==> src/rtl/ppt_pkg.sv <==
package ppt_pkg;
  localparam int unsigned BYTE_W = 8;
  localparam int unsigned IDX_W  = 3;

  // register indices
  localparam logic [IDX_W-1:0] IDX_DATA = 3'd0;
  localparam logic [IDX_W-1:0] IDX_STAT = 3'd1;
  localparam logic [IDX_W-1:0] IDX_CTRL = 3'd2;

  // status bit positions
  localparam int unsigned ST_NBUSY  = 7;
  localparam int unsigned ST_ACK    = 6;
  localparam int unsigned ST_PAPER  = 5;
  localparam int unsigned ST_ONLINE = 4;
  localparam int unsigned ST_NERR   = 3;
  localparam int unsigned ST_TMO    = 0;

  // control bit positions
  localparam int unsigned CT_DIR  = 5;
  localparam int unsigned CT_IEN  = 4;
  localparam int unsigned CT_SEL  = 3;
  localparam int unsigned CT_INIT = 2;
  localparam int unsigned CT_ALF  = 1;
  localparam int unsigned CT_STB  = 0;

  localparam logic [BYTE_W-1:0] STAT_RST  = 8'hD9;
  localparam logic [BYTE_W-1:0] STAT_INIT = 8'hD8;
  localparam logic [BYTE_W-1:0] CTRL_RST  = 8'h0C;
  localparam logic [BYTE_W-1:0] RD_FILL   = 8'hFF;

  typedef struct packed {
    logic             hit;
    logic [IDX_W-1:0] idx;
  } ppt_sel_t;
endpackage

==> src/rtl/ppt_addr_dec.sv <==
module ppt_addr_dec
  import ppt_pkg::*;
#(
  parameter int unsigned ADDR_W     = 8,
  parameter int unsigned ADDR_SHIFT = 0
) (
  input  logic [ADDR_W-1:0] addr,
  output ppt_sel_t          sel
);
  localparam int unsigned SPAN_W = IDX_W + ADDR_SHIFT;

  logic [ADDR_W-1:0] shifted;
  assign shifted = addr >> ADDR_SHIFT;
  assign sel.idx = shifted[IDX_W-1:0];

  generate
    if (ADDR_W > SPAN_W) begin : g_window
      // anything above the eight shifted locations is outside the window
      assign sel.hit = ~|addr[ADDR_W-1:SPAN_W];
    end else begin : g_full
      assign sel.hit = 1'b1;
    end
  endgenerate
endmodule

==> src/rtl/ppt_hs_core.sv <==
module ppt_hs_core
  import ppt_pkg::*;
(
  input  logic              clk,
  input  logic              rst_n,
  input  logic              ctrl_wr,
  input  logic              stat_rd,
  input  logic [BYTE_W-1:0] wdata,
  output logic [BYTE_W-1:0] ctrl_q,
  output logic [BYTE_W-1:0] stat_q,
  output logic [BYTE_W-1:0] stat_view,
  output logic              send,
  output logic              irq
);
  logic [BYTE_W-1:0] stat_n;
  logic [BYTE_W-1:0] ctrl_n;
  logic              irq_q;

  always_comb begin
    stat_n = stat_q;
    ctrl_n = ctrl_q;
    send   = 1'b0;
    if (ctrl_wr) begin
      ctrl_n = wdata;
      if (!wdata[CT_INIT]) begin
        stat_n = STAT_INIT;
      end else if (wdata[CT_SEL] && wdata[CT_STB]) begin
        stat_n[ST_NBUSY] = 1'b0;
        send             = !ctrl_q[CT_STB];
      end
    end else if (stat_rd) begin
      if (!stat_q[ST_NBUSY] && !ctrl_q[CT_STB]) begin
        if (stat_q[ST_ACK]) begin
          stat_n[ST_ACK] = 1'b0;
        end else begin
          stat_n[ST_ACK]   = 1'b1;
          stat_n[ST_NBUSY] = 1'b1;
        end
      end
    end
  end

  always_ff @(posedge clk or negedge rst_n) begin
    if (!rst_n) begin
      stat_q <= STAT_RST;
      ctrl_q <= CTRL_RST;
      irq_q  <= 1'b0;
    end else begin
      stat_q <= stat_n;
      ctrl_q <= ctrl_n;
      irq_q  <= ctrl_n[CT_IEN] & ~stat_n[ST_ACK];
    end
  end

  assign stat_view = stat_n;
  assign irq       = irq_q;


  init_forces_status_chk: assert property (@(posedge clk) disable iff (!rst_n)
    ctrl_wr && !wdata[CT_INIT] |=> stat_q == STAT_INIT);


  busy_read_noop_chk: assert property (@(posedge clk) disable iff (!rst_n)
    stat_rd && !ctrl_wr && stat_q[ST_NBUSY] |=> $stable(stat_q));


  send_leaves_strobe_high_chk: assert property (@(posedge clk) disable iff (!rst_n)
    send |=> ctrl_q[CT_STB] && !stat_q[ST_NBUSY]);
endmodule

==> src/rtl/ppt_out_stage.sv <==
module ppt_out_stage #(
  parameter int unsigned DATA_W = 8
) (
  input  logic              clk,
  input  logic              rst_n,
  input  logic              push,
  input  logic [DATA_W-1:0] push_data,
  input  logic              ready,
  output logic              valid,
  output logic [DATA_W-1:0] data
);
  logic              valid_q;
  logic [DATA_W-1:0] data_q;
  logic              room;

  assign room = !valid_q || ready;

  always_ff @(posedge clk or negedge rst_n) begin
    if (!rst_n) begin
      valid_q <= 1'b0;
      data_q  <= '0;
    end else if (push && room) begin
      valid_q <= 1'b1;
      data_q  <= push_data;
    end else if (ready) begin
      valid_q <= 1'b0;
    end
  end

  assign valid = valid_q;
  assign data  = data_q;


  hold_while_stalled_chk: assert property (@(posedge clk) disable iff (!rst_n)
    valid && !ready |=> valid && $stable(data));
endmodule

==> src/rtl/ppt_regif.sv <==
module ppt_regif
  import ppt_pkg::*;
#(
  parameter int unsigned ADDR_W     = 8,
  parameter int unsigned ADDR_SHIFT = 0
) (
  input  logic              clk,
  input  logic              rst_n,
  input  logic [ADDR_W-1:0] bus_addr,
  input  logic              bus_wr,
  input  logic              bus_rd,
  input  logic [7:0]        bus_wdata,
  output logic [7:0]        bus_rdata,
  input  logic [7:0]        in_data,
  output logic              out_valid,
  input  logic              out_ready,
  output logic [7:0]        out_data,
  output logic              irq
);
  ppt_sel_t          sel;
  logic              data_wr;
  logic              ctrl_wr;
  logic              stat_rd;
  logic [BYTE_W-1:0] data_q;
  logic [BYTE_W-1:0] ctrl_q;
  logic [BYTE_W-1:0] stat_q;
  logic [BYTE_W-1:0] stat_view;
  logic              send;
  logic [BYTE_W-1:0] rd_mux;
  logic [BYTE_W-1:0] rdata_q;

  ppt_addr_dec #(
    .ADDR_W    (ADDR_W),
    .ADDR_SHIFT(ADDR_SHIFT)
  ) u_dec (
    .addr(bus_addr),
    .sel (sel)
  );

  assign data_wr = bus_wr && sel.hit && (sel.idx == IDX_DATA);
  assign ctrl_wr = bus_wr && sel.hit && (sel.idx == IDX_CTRL);
  assign stat_rd = bus_rd && sel.hit && (sel.idx == IDX_STAT);

  always_ff @(posedge clk or negedge rst_n) begin
    if (!rst_n) begin
      data_q <= '0;
    end else if (data_wr) begin
      data_q <= bus_wdata;
    end
  end

  ppt_hs_core u_core (
    .clk      (clk),
    .rst_n    (rst_n),
    .ctrl_wr  (ctrl_wr),
    .stat_rd  (stat_rd),
    .wdata    (bus_wdata),
    .ctrl_q   (ctrl_q),
    .stat_q   (stat_q),
    .stat_view(stat_view),
    .send     (send),
    .irq      (irq)
  );

  ppt_out_stage #(
    .DATA_W(BYTE_W)
  ) u_out (
    .clk      (clk),
    .rst_n    (rst_n),
    .push     (send),
    .push_data(data_q),
    .ready    (out_ready),
    .valid    (out_valid),
    .data     (out_data)
  );

  always_comb begin
    rd_mux = RD_FILL;
    if (sel.hit) begin
      case (sel.idx)
        IDX_DATA: rd_mux = ctrl_q[CT_DIR] ? in_data : data_q;
        IDX_STAT: rd_mux = stat_view;
        IDX_CTRL: rd_mux = ctrl_q;
        default:  rd_mux = RD_FILL;
      endcase
    end
  end

  always_ff @(posedge clk or negedge rst_n) begin
    if (!rst_n) begin
      rdata_q <= '0;
    end else if (bus_rd) begin
      rdata_q <= rd_mux;
    end
  end

  assign bus_rdata = rdata_q;


  unused_reads_fill_chk: assert property (@(posedge clk) disable iff (!rst_n)
    bus_rd && sel.hit && (sel.idx > IDX_CTRL) |=> bus_rdata == 8'hFF);


  outside_window_fill_chk: assert property (@(posedge clk) disable iff (!rst_n)
    bus_rd && !sel.hit |=> bus_rdata == 8'hFF);


  stream_byte_from_latch_chk: assert property (@(posedge clk) disable iff (!rst_n)
    send && !out_valid |=> out_valid && (out_data == $past(data_q)));
endmodule

==> config.mk <==
export PLATFORM = sky130hd
export DESIGN_NAME = ppt_regif
export DESIGN_NICKNAME = d
export VERILOG_FILES = /design/src/rtl/ppt_pkg.sv /design/src/rtl/ppt_addr_dec.sv /design/src/rtl/ppt_hs_core.sv /design/src/rtl/ppt_out_stage.sv /design/src/rtl/ppt_regif.sv
export SDC_FILE = /design/constraint.sdc
export NUM_CORES = 1
export LEC_CHECK = 0
export ABC_CLOCK_PERIOD_IN_PS = 1900
export BUFFER_PORTS_ARGS = -buffer_cell sky130_fd_sc_hd__buf_4
export CORE_MARGIN = 5
export CORE_UTILIZATION = 45
export DETAILED_ROUTE_END_ITERATION = 10
export HOLD_SLACK_MARGIN = 0.12
export PLACE_DENSITY = 0.76
export REMOVE_ABC_BUFFERS = 1
export SETUP_SLACK_MARGIN = 0.15
export SYNTH_ARGS = -nofsm -noshare
export SYNTH_HDL_FRONTEND = slang
export SYNTH_HIERARCHICAL = 1
export SYNTH_SLANG_ARGS = --single-unit
==> constraint.sdc <==
create_clock -name clk -period 1.9 [get_ports clk]
set_input_delay 0.095 -clock clk [delete_from_list [all_inputs] [get_ports clk]]
set_output_delay 0.095 -clock clk [all_outputs]
set_load 0.05 [all_outputs]
# Word-level counts from Yosys, hierarchy flattened
# Cells that the tools add are included.
[word_totals] in_bits=29 elab_cells=46 regBits=42 out_inout_bits=18
[op_classes] reduce_logical=16 n_mux=18 bitwise=2 n_eq_ne=2
[ops] operator="case mux 8 bit (3 select lines)" n=1
[ops] operator="two-way mux 8 bit" n=2
[ops] operator="two-way mux 1 bit" n=9
[ops] operator="logical AND 1 bit" n=8
[ops] operator="two-way mux 7 bit" n=1
[ops] operator="two-way mux 2 bit" n=3
[ops] operator="two-way mux 6 bit" n=1
[ops] operator="two-way mux 5 bit" n=1
[ops] operator="OR reduction 5 bit" n=1
[ops] operator="logical NOT 1 bit" n=4
[ops] operator="== test 3 x 1 -> 1 bit (second input constant)" n=1
[ops] operator="== test 3 x 2 -> 1 bit (second input constant)" n=1
[ops] operator="logical NOT 3 bit" n=1
[ops] operator="nonzero test 2 bit" n=1
[ops] operator="AND 1 bit" n=1
[ops] operator="logical OR 1 bit" n=1
[ops] operator="inverter 1 bit" n=1

# Depth between registers and ports, before layout
# Gate-level depths: netlist (run 1).
[depth] ltp_word=8 depth_mapped=11 depth_no_buf=10

# Modules after synthesis
# The synthesis (run 1) kept the hierarchy.
[modules_own_cells] mod="ppt_regif" cells_per_inst=86 n_inst=1 area_each_um2=948.4 seq_area_each_um2=400.4
[modules_own_cells] mod="ppt_hs_core" cells_per_inst=48 n_inst=1 area_each_um2=650.6 seq_area_each_um2=434.2
[modules_own_cells] mod="ppt_out_stage" cells_per_inst=20 n_inst=1 area_each_um2=377.9 seq_area_each_um2=225.2
[modules_own_cells] mod="ppt_addr_dec" cells_per_inst=5 n_inst=1 area_each_um2=33.8 seq_area_each_um2=0.0

# Worst setup path after synthesis (run 1)
# No wires, ideal clock.
[synth_path] kind="input to register" from="in bus_addr[3]" to="reg rdata_q[6], in the netlist bus_rdata[6]" setup_slack_ns=-0.159 path_stages=10 t_required_ns=1.812 t_arrival_ns=1.970 setup_ns=0.088 path_buffers=1 path_cell_list="or4_1 -> nor2_1 -> and3b_1 -> buf_2 -> and3b_1 -> nor3b_2 -> xor2_1 -> o22a_2 -> o21ai_0 -> a41oi_1"
[synth_lines] element="from (decl)" line_no="ppt_regif.sv:9" rtl="input logic [ADDR_W-1:0] bus_addr,"
[synth_lines] element="to (signal assigned)" line_no="ppt_regif.sv:93" rtl="rdata_q <= rd_mux;"
[synth_lines] element="to (decl)" line_no="ppt_regif.sv:30" rtl="logic [BYTE_W-1:0] rdata_q;"

==> flow_summary.ini, run 1 <==
[status]
outcome = finished, violations left
violations = negative setup slack

[logic_synthesis]
syn-cell-area_mm2 = 0.00201
async_flop_share_pct = 100
ys.flop_type = dfrtp_1
synth_area_leaders = dfrtp_1, mux2_4, dfstp_2, mux2_2, nand2_1
synthCells = 159
synth_area_leader_cell = dfrtp_1
synthTopCellsByCount = dfrtp_1, nand2_1, mux2_4, mux2_2, nor2_1
ys_seq_area_share_pct = 52.7
avgSynthCellArea_um2 = 12.6
yosysMostFrequentCell = dfrtp_1
ys_warn_count = 6
synth.top_cell.area_share_pct = 43.6
synthDistinctLibCells = 38
synth_edf_count = 0
synth_seq_cells = 42

[global_routing]
grt_pass1_wl_um = 8180
grt_pass1_vias = 1588
grtUsageTotal_pct = 17.1
antenna_found_initial = 0
grt_max_degree = 43
overflow = 0

[floorplan]
dieWidth_um = 76.8
initial_utilization_pct = 46.2
core_area_mm2 = 0.00435
die_height_um = 76.8
dieArea_mm2 = 0.00591
rows = 24
pin_count = 47

[worst_setup_path]
cp.required_ps = 2110
criticalPathCategory = in -> reg
worstPathMaxFanout = 3
critPathCaptureType = flip-flop
cp.arrival_ps = 2160
start_kind = input port

[route]
antenna_left = 0
dr.first_iter.drc_count = 75
via_per_inst = 5.25
wire_per_inst_um = 17.2
first_pass_iters = 4
vias = 1491
routed_wl_um = 4890
drc = 0

[timing]
setup_violations = 1
slew-limit-headroom_pct = 64.4
fin_worst_skew_ps = 4.95
period_share_pct = 103
final_max_slew_viol_count = 0
setup_slack_ps = -54.4
fin_crit_ps = 1950
clock.fmax_mhz = 512
worst_slew_pin_slew_ps = 534
hold_violations = 0
rsz0062_at_grt = true

[cts]
root_buffer = clkbuf_8
cts.path.max_buffers = 2
cts_tree = done
h-tree-depth = 2
tritoncts.num_buffers = 5
cts.sinks = 42
clk_pin_slew_worst_paths_ps = 80
clk_latency_ps = 290

[power_and_ir_drop]
p_leak_nw = 1.32
ir_drop_mv = 0.339
power_density_mw_per_mm2 = 699
fin_total_pwr_mw = 1.93

[final_layout]
fin_nets = 260
final_core_util_pct = 63.3
seqCellArea_mm2 = 0.00106
fillers = 331
fin_cells = 284
syn2layout_area_growth_pct = 37.0
fin_area_mm2 = 0.00276
num_antenna_cells = 0
final_layout_size_suffix_gt1_share_pct = 53.0
multi_input_comb_area_um2 = 906

[flow_run]
drv_cap = 0

[place]
placed_area_mm2 = 0.00247
post-dp-hpwl_um = 3270
portBuffers = 46
dp_cells = 264
gp_congestion = 0.801

[hold_path]
hp-class = in -> reg
==> timing repair <==
item | in CTS | in global routing
pin swaps | 7 | 7
setup endpoints to repair | 11 | 11
hold buffers | 9 | 0
endpoints found under the hold margin | 51 | 0
setup buffers | 1 | 2
resized for setup | 9 | 5
==> path summary, 6_finish.rpt <==
kind	from	to	slack (ps)	cells after the start
min in group asynchronous	rst_n	u_out/data[0]	330	2
min	bus_rd	bus_rdata[7]	130	2
max in group asynchronous	rst_n	u_core/stat_q[7]	1210	2
min reg2reg	u_core/ctrl_q[2]	u_core/ctrl_q[2]	500	2
max	bus_addr[3]	bus_rdata[6]	-50	10
max reg2reg	u_core/ctrl_q[0]	bus_rdata[6]	350	5
==> kinds of logic after synthesis <==
logic type | share of synthesized area [%]
simple gates | 15.9
buf+inv | 3.98
xor+xnor | 0.436
mux | 19.2
compound gates | 7.84
flops | 52.7
==> layout make-up <==
type | instances | area share [%]
Sequential cell | 42 | 38.5
Multi-Input combinational cell | 106 | 32.9
Timing Repair Buffer | 75 | 21.9
Clock buffer | 7 | 3.13
Tap cell | 52 | 2.36
Clock inverter | 1 | 1.09
Inverter | 1 | 0.136
==> through the flow <==
stage / hold WS [ps] / setup slack [ps] / TNS (ps)
4_1_cts: 129 / 116 / 0
3_5_place_dp: 114 / -291 / -3510
6_report: 134 / -54.4 / -54.4
2_1_floorplan: -201 / -322 / -2890
3_3_place_gp: 107 / -281 / -3300
5_1_grt: 142 / -79.7 / -79.7
==> critical path: stages <==
cell     delay [ps]
buf_6            90
or4_4           540
nor2_4          120
and3b_1         180
and3b_1         170
nor3b_2         180
xor2_1          280
o22a_2          230
o21ai_1          60
a41oi_1         210
==> per-layer routing <==
layer  up-vias  GRT usage [%]  part of all wire (%)
met4         0           5.07                   2.1
met3        10           3.98                   3.8
met2        35           27.8                    50
met1       746           22.5                    44
met5         -              0                     0
li1        700              -                     -
==> cells in the final DEF, fill, tap and decap left out, types with 2 or more instances in the layout <==
cell type	Yosys	routed
o21ai_0	9	8
nand2_1	18	18
nor2_1	10	9
dlygate4sd3_1	0	9
nand2b_1	4	3
dfrtp_1	35	35
a21oi_1	2	2
buf_4	3	61
mux2_2	12	12
and2_1	4	4
buf_6	1	5
nand3b_1	2	2
mux2_4	16	16
clkbuf_8	0	6
and3b_1	2	2
dfstp_2	7	7
a41oi_1	6	6
and3_4	1	2
nor3b_2	2	3
==> where the power goes <==
group | internal (mW) | switching, mW | leakage [nW]
clock network | 0.429 | 0.313 | 0.0585
registers | 0.931 | 0.0277 | 0.518
logic | 0.125 | 0.101 | 0.740
==> registers in the layout, indices dropped and copies added, names as in the netlist <==
name	cells
u_out/data	8
u_core/stat_q	8
data_q	8
u_core/ctrl_q	8
u_core/irq	1
bus_rdata	8
u_out/valid	1
(Power assumes the default switching activity.)
==> inputs of run 2 (changes only) <==
- REMOVE_ABC_BUFFERS: 1 -> unset
==> flow_summary.ini, run 2 (same netlist as run 1, synthesis figures left out) <==
[status]
outcome = finished, final reports clean

[timing]
clock.fmax_mhz = 543
slew-limit-headroom_pct = 64.9
rsz0062_at_grt = true
hold_violations = 0
period_share_pct = 97.0
final_max_slew_viol_count = 0
fin_crit_ps = 1840
worst_slew_pin_slew_ps = 526
setup_slack_ps = 57.3
fin_tns_setup_ps = 0
setup_violations = 0
fin_worst_skew_ps = 7.65

[route]
via_per_inst = 5.41
first_pass_iters = 4
routed_wl_um = 4970
wire_per_inst_um = 17.6
antenna_left = 0
vias = 1525
drc = 0
dr.first_iter.drc_count = 59

[hold_path]
hp-class = in -> reg
holdPathStages = 2

[floorplan]
rows = 24
pin_count = 47
dieWidth_um = 76.8
die_height_um = 76.8
core_area_mm2 = 0.00435
dieArea_mm2 = 0.00591
initial_utilization_pct = 46.2

[power_and_ir_drop]
p_int_mw = 1.36
share_comb_of_total_power_pct = 13.2
seqPwrFrac_pct = 53.5
p_sw_share_pct = 23.9
ir_drop_mv = 0.563
power_density_mw_per_mm2 = 653
power.share.clock_pct = 33.3
p_leak_nw = 1.29
power_switching_mw = 0.427

[cts]
root_buffer = clkbuf_8
tritoncts.num_buffers = 5
clk_pin_slew_worst_paths_ps = 80
cts_tree = done
cts.sinks = 42
clk_latency_ps = 290
cts.path.max_buffers = 2
h-tree-depth = 2

[place]
portBuffers = 46
post-dp-hpwl_um = 3380
gp_congestion = 0.816
dp_worst_setup_slack_ps = -253

[logic_synthesis]
synth.net_count = 188

[final_layout]
final_layout_size_suffix_gt1_share_pct = 54.3
fin_nets = 258
syn2layout_area_growth_pct = 35.7
final_cell_mix = buf_4, dfrtp_1, nand2_1, mux2_4, mux2_2
final_common_cell = buf_4
fillers = 360
num_antenna_cells = 0

[flow_run]
drv_cap = 0

[worst_setup_path]
r2r_cells = 5
path_cells = buf_6 -> or4_4 -> nor2_4 -> and3b_1 -> and3b_1 -> nor3b_2 -> xor2_1 -> o22a_2 -> o21ai_2 -> a41oi_2
worstPathMaxFanout = 3
cp.arrival_ps = 2010
cp.required_ps = 2070
slowest_delay_ps = 530
criticalPathCategory = in -> reg
start_kind = input port
critPathCaptureType = flip-flop
critPathMostFrequentCell = and3b_1
crit_slowest_cell = or4_4

[global_routing]
busiest_layer = met2
grt_pass1_wl_um = 8010
use_met3_pct = 5.74
overflow = 0
antenna_found_initial = 0
grt_pass1_vias = 1609
met2_usage_pct = 28.9
grt_use_met1_pct = 21.1
grt_max_degree = 43
grtUsageTotal_pct = 17.4
run 2: cell count changes in the layout (fill, tap and decap cells not counted), sizes merged:
cell	before	now
clkinv	0	1
buf	66	64
bufinv	1	0
run 2: per-layer routing:
metal	routed length, um	up-vias	part of all wire (%)
met5	0	-	0
met4	88	0	1.8
met3	302	12	6.1
met2	2420	47	49
met1	2160	769	43
li1	-	697	-
run 2: final timing paths:
check,start,slack [ps],to
worst max-delay path,bus_addr[5],60,bus_rdata[6]
worst min-delay path,bus_rd,150,bus_rdata[7]
worst max register to register,u_core/stat_q[7],470,bus_rdata[6]
worst min register to register,u_core/ctrl_q[2],480,u_core/ctrl_q[2]
max in group asynchronous,rst_n,1200,u_core/ctrl_q[2]
min in group asynchronous,rst_n,320,u_out/data[0]
run 2: repair_timing:
item | CTS | global route
gates resized for setup | 3 | 10
endpoints found under the hold margin | 52 | 0
endpoints found under the setup margin | 13 | 16
buffers inserted | 1 | 2
pin swaps | 2 | 8
hold buffers | 9 | 0
run 2: layout make-up:
class	instances	area [um^2]	share of cell area, %
inverters	1	3.75	0.138
multi-input cells	106	923	33.8
flip-flops and latches	42	1060	38.8
clock buffers	7	86.3	3.16
repair buffers	73	586	21.5
well taps	52	65.1	2.38
clock inverters	1	5.00	0.183
run 2: power by group through the flow:
stage                     Combinational (mW)  Sequential [mW]  Clock (mW)
after floorplan                       0.0833            0.975           0
after global placement                 0.187            0.970           0
after detailed placement               0.190            0.971           0
after CTS                              0.213            0.954       0.601
after global routing                   0.256            0.959       0.634
final                                  0.235            0.955       0.593
run 2: critical path: cells and delay by family:
| family | cells | cell delay (ps) |
|---|---|---|
| simple gates | 5 | 1200 |
| buf+inv | 1 | 90 |
| compound gates | 3 | 510 |
| xor+xnor | 1 | 100 |
run 2: metrics by stage:
stage | instance area, um^2 | utilization (%) | hold WS, ps | cells | total power [mW]
CTS | 2670 | 61.4 | 147 | 280 | 1.77
finish | 2730 | 62.7 | 152 | 282 | 1.78
floorplan | 2030 | - | -201 | 159 | 1.06
global route | 2730 | 62.7 | 147 | 282 | 1.85
detailed placement | 2470 | 56.7 | 109 | 262 | 1.16
global placement | 2470 | 56.7 | 105 | 262 | 1.16
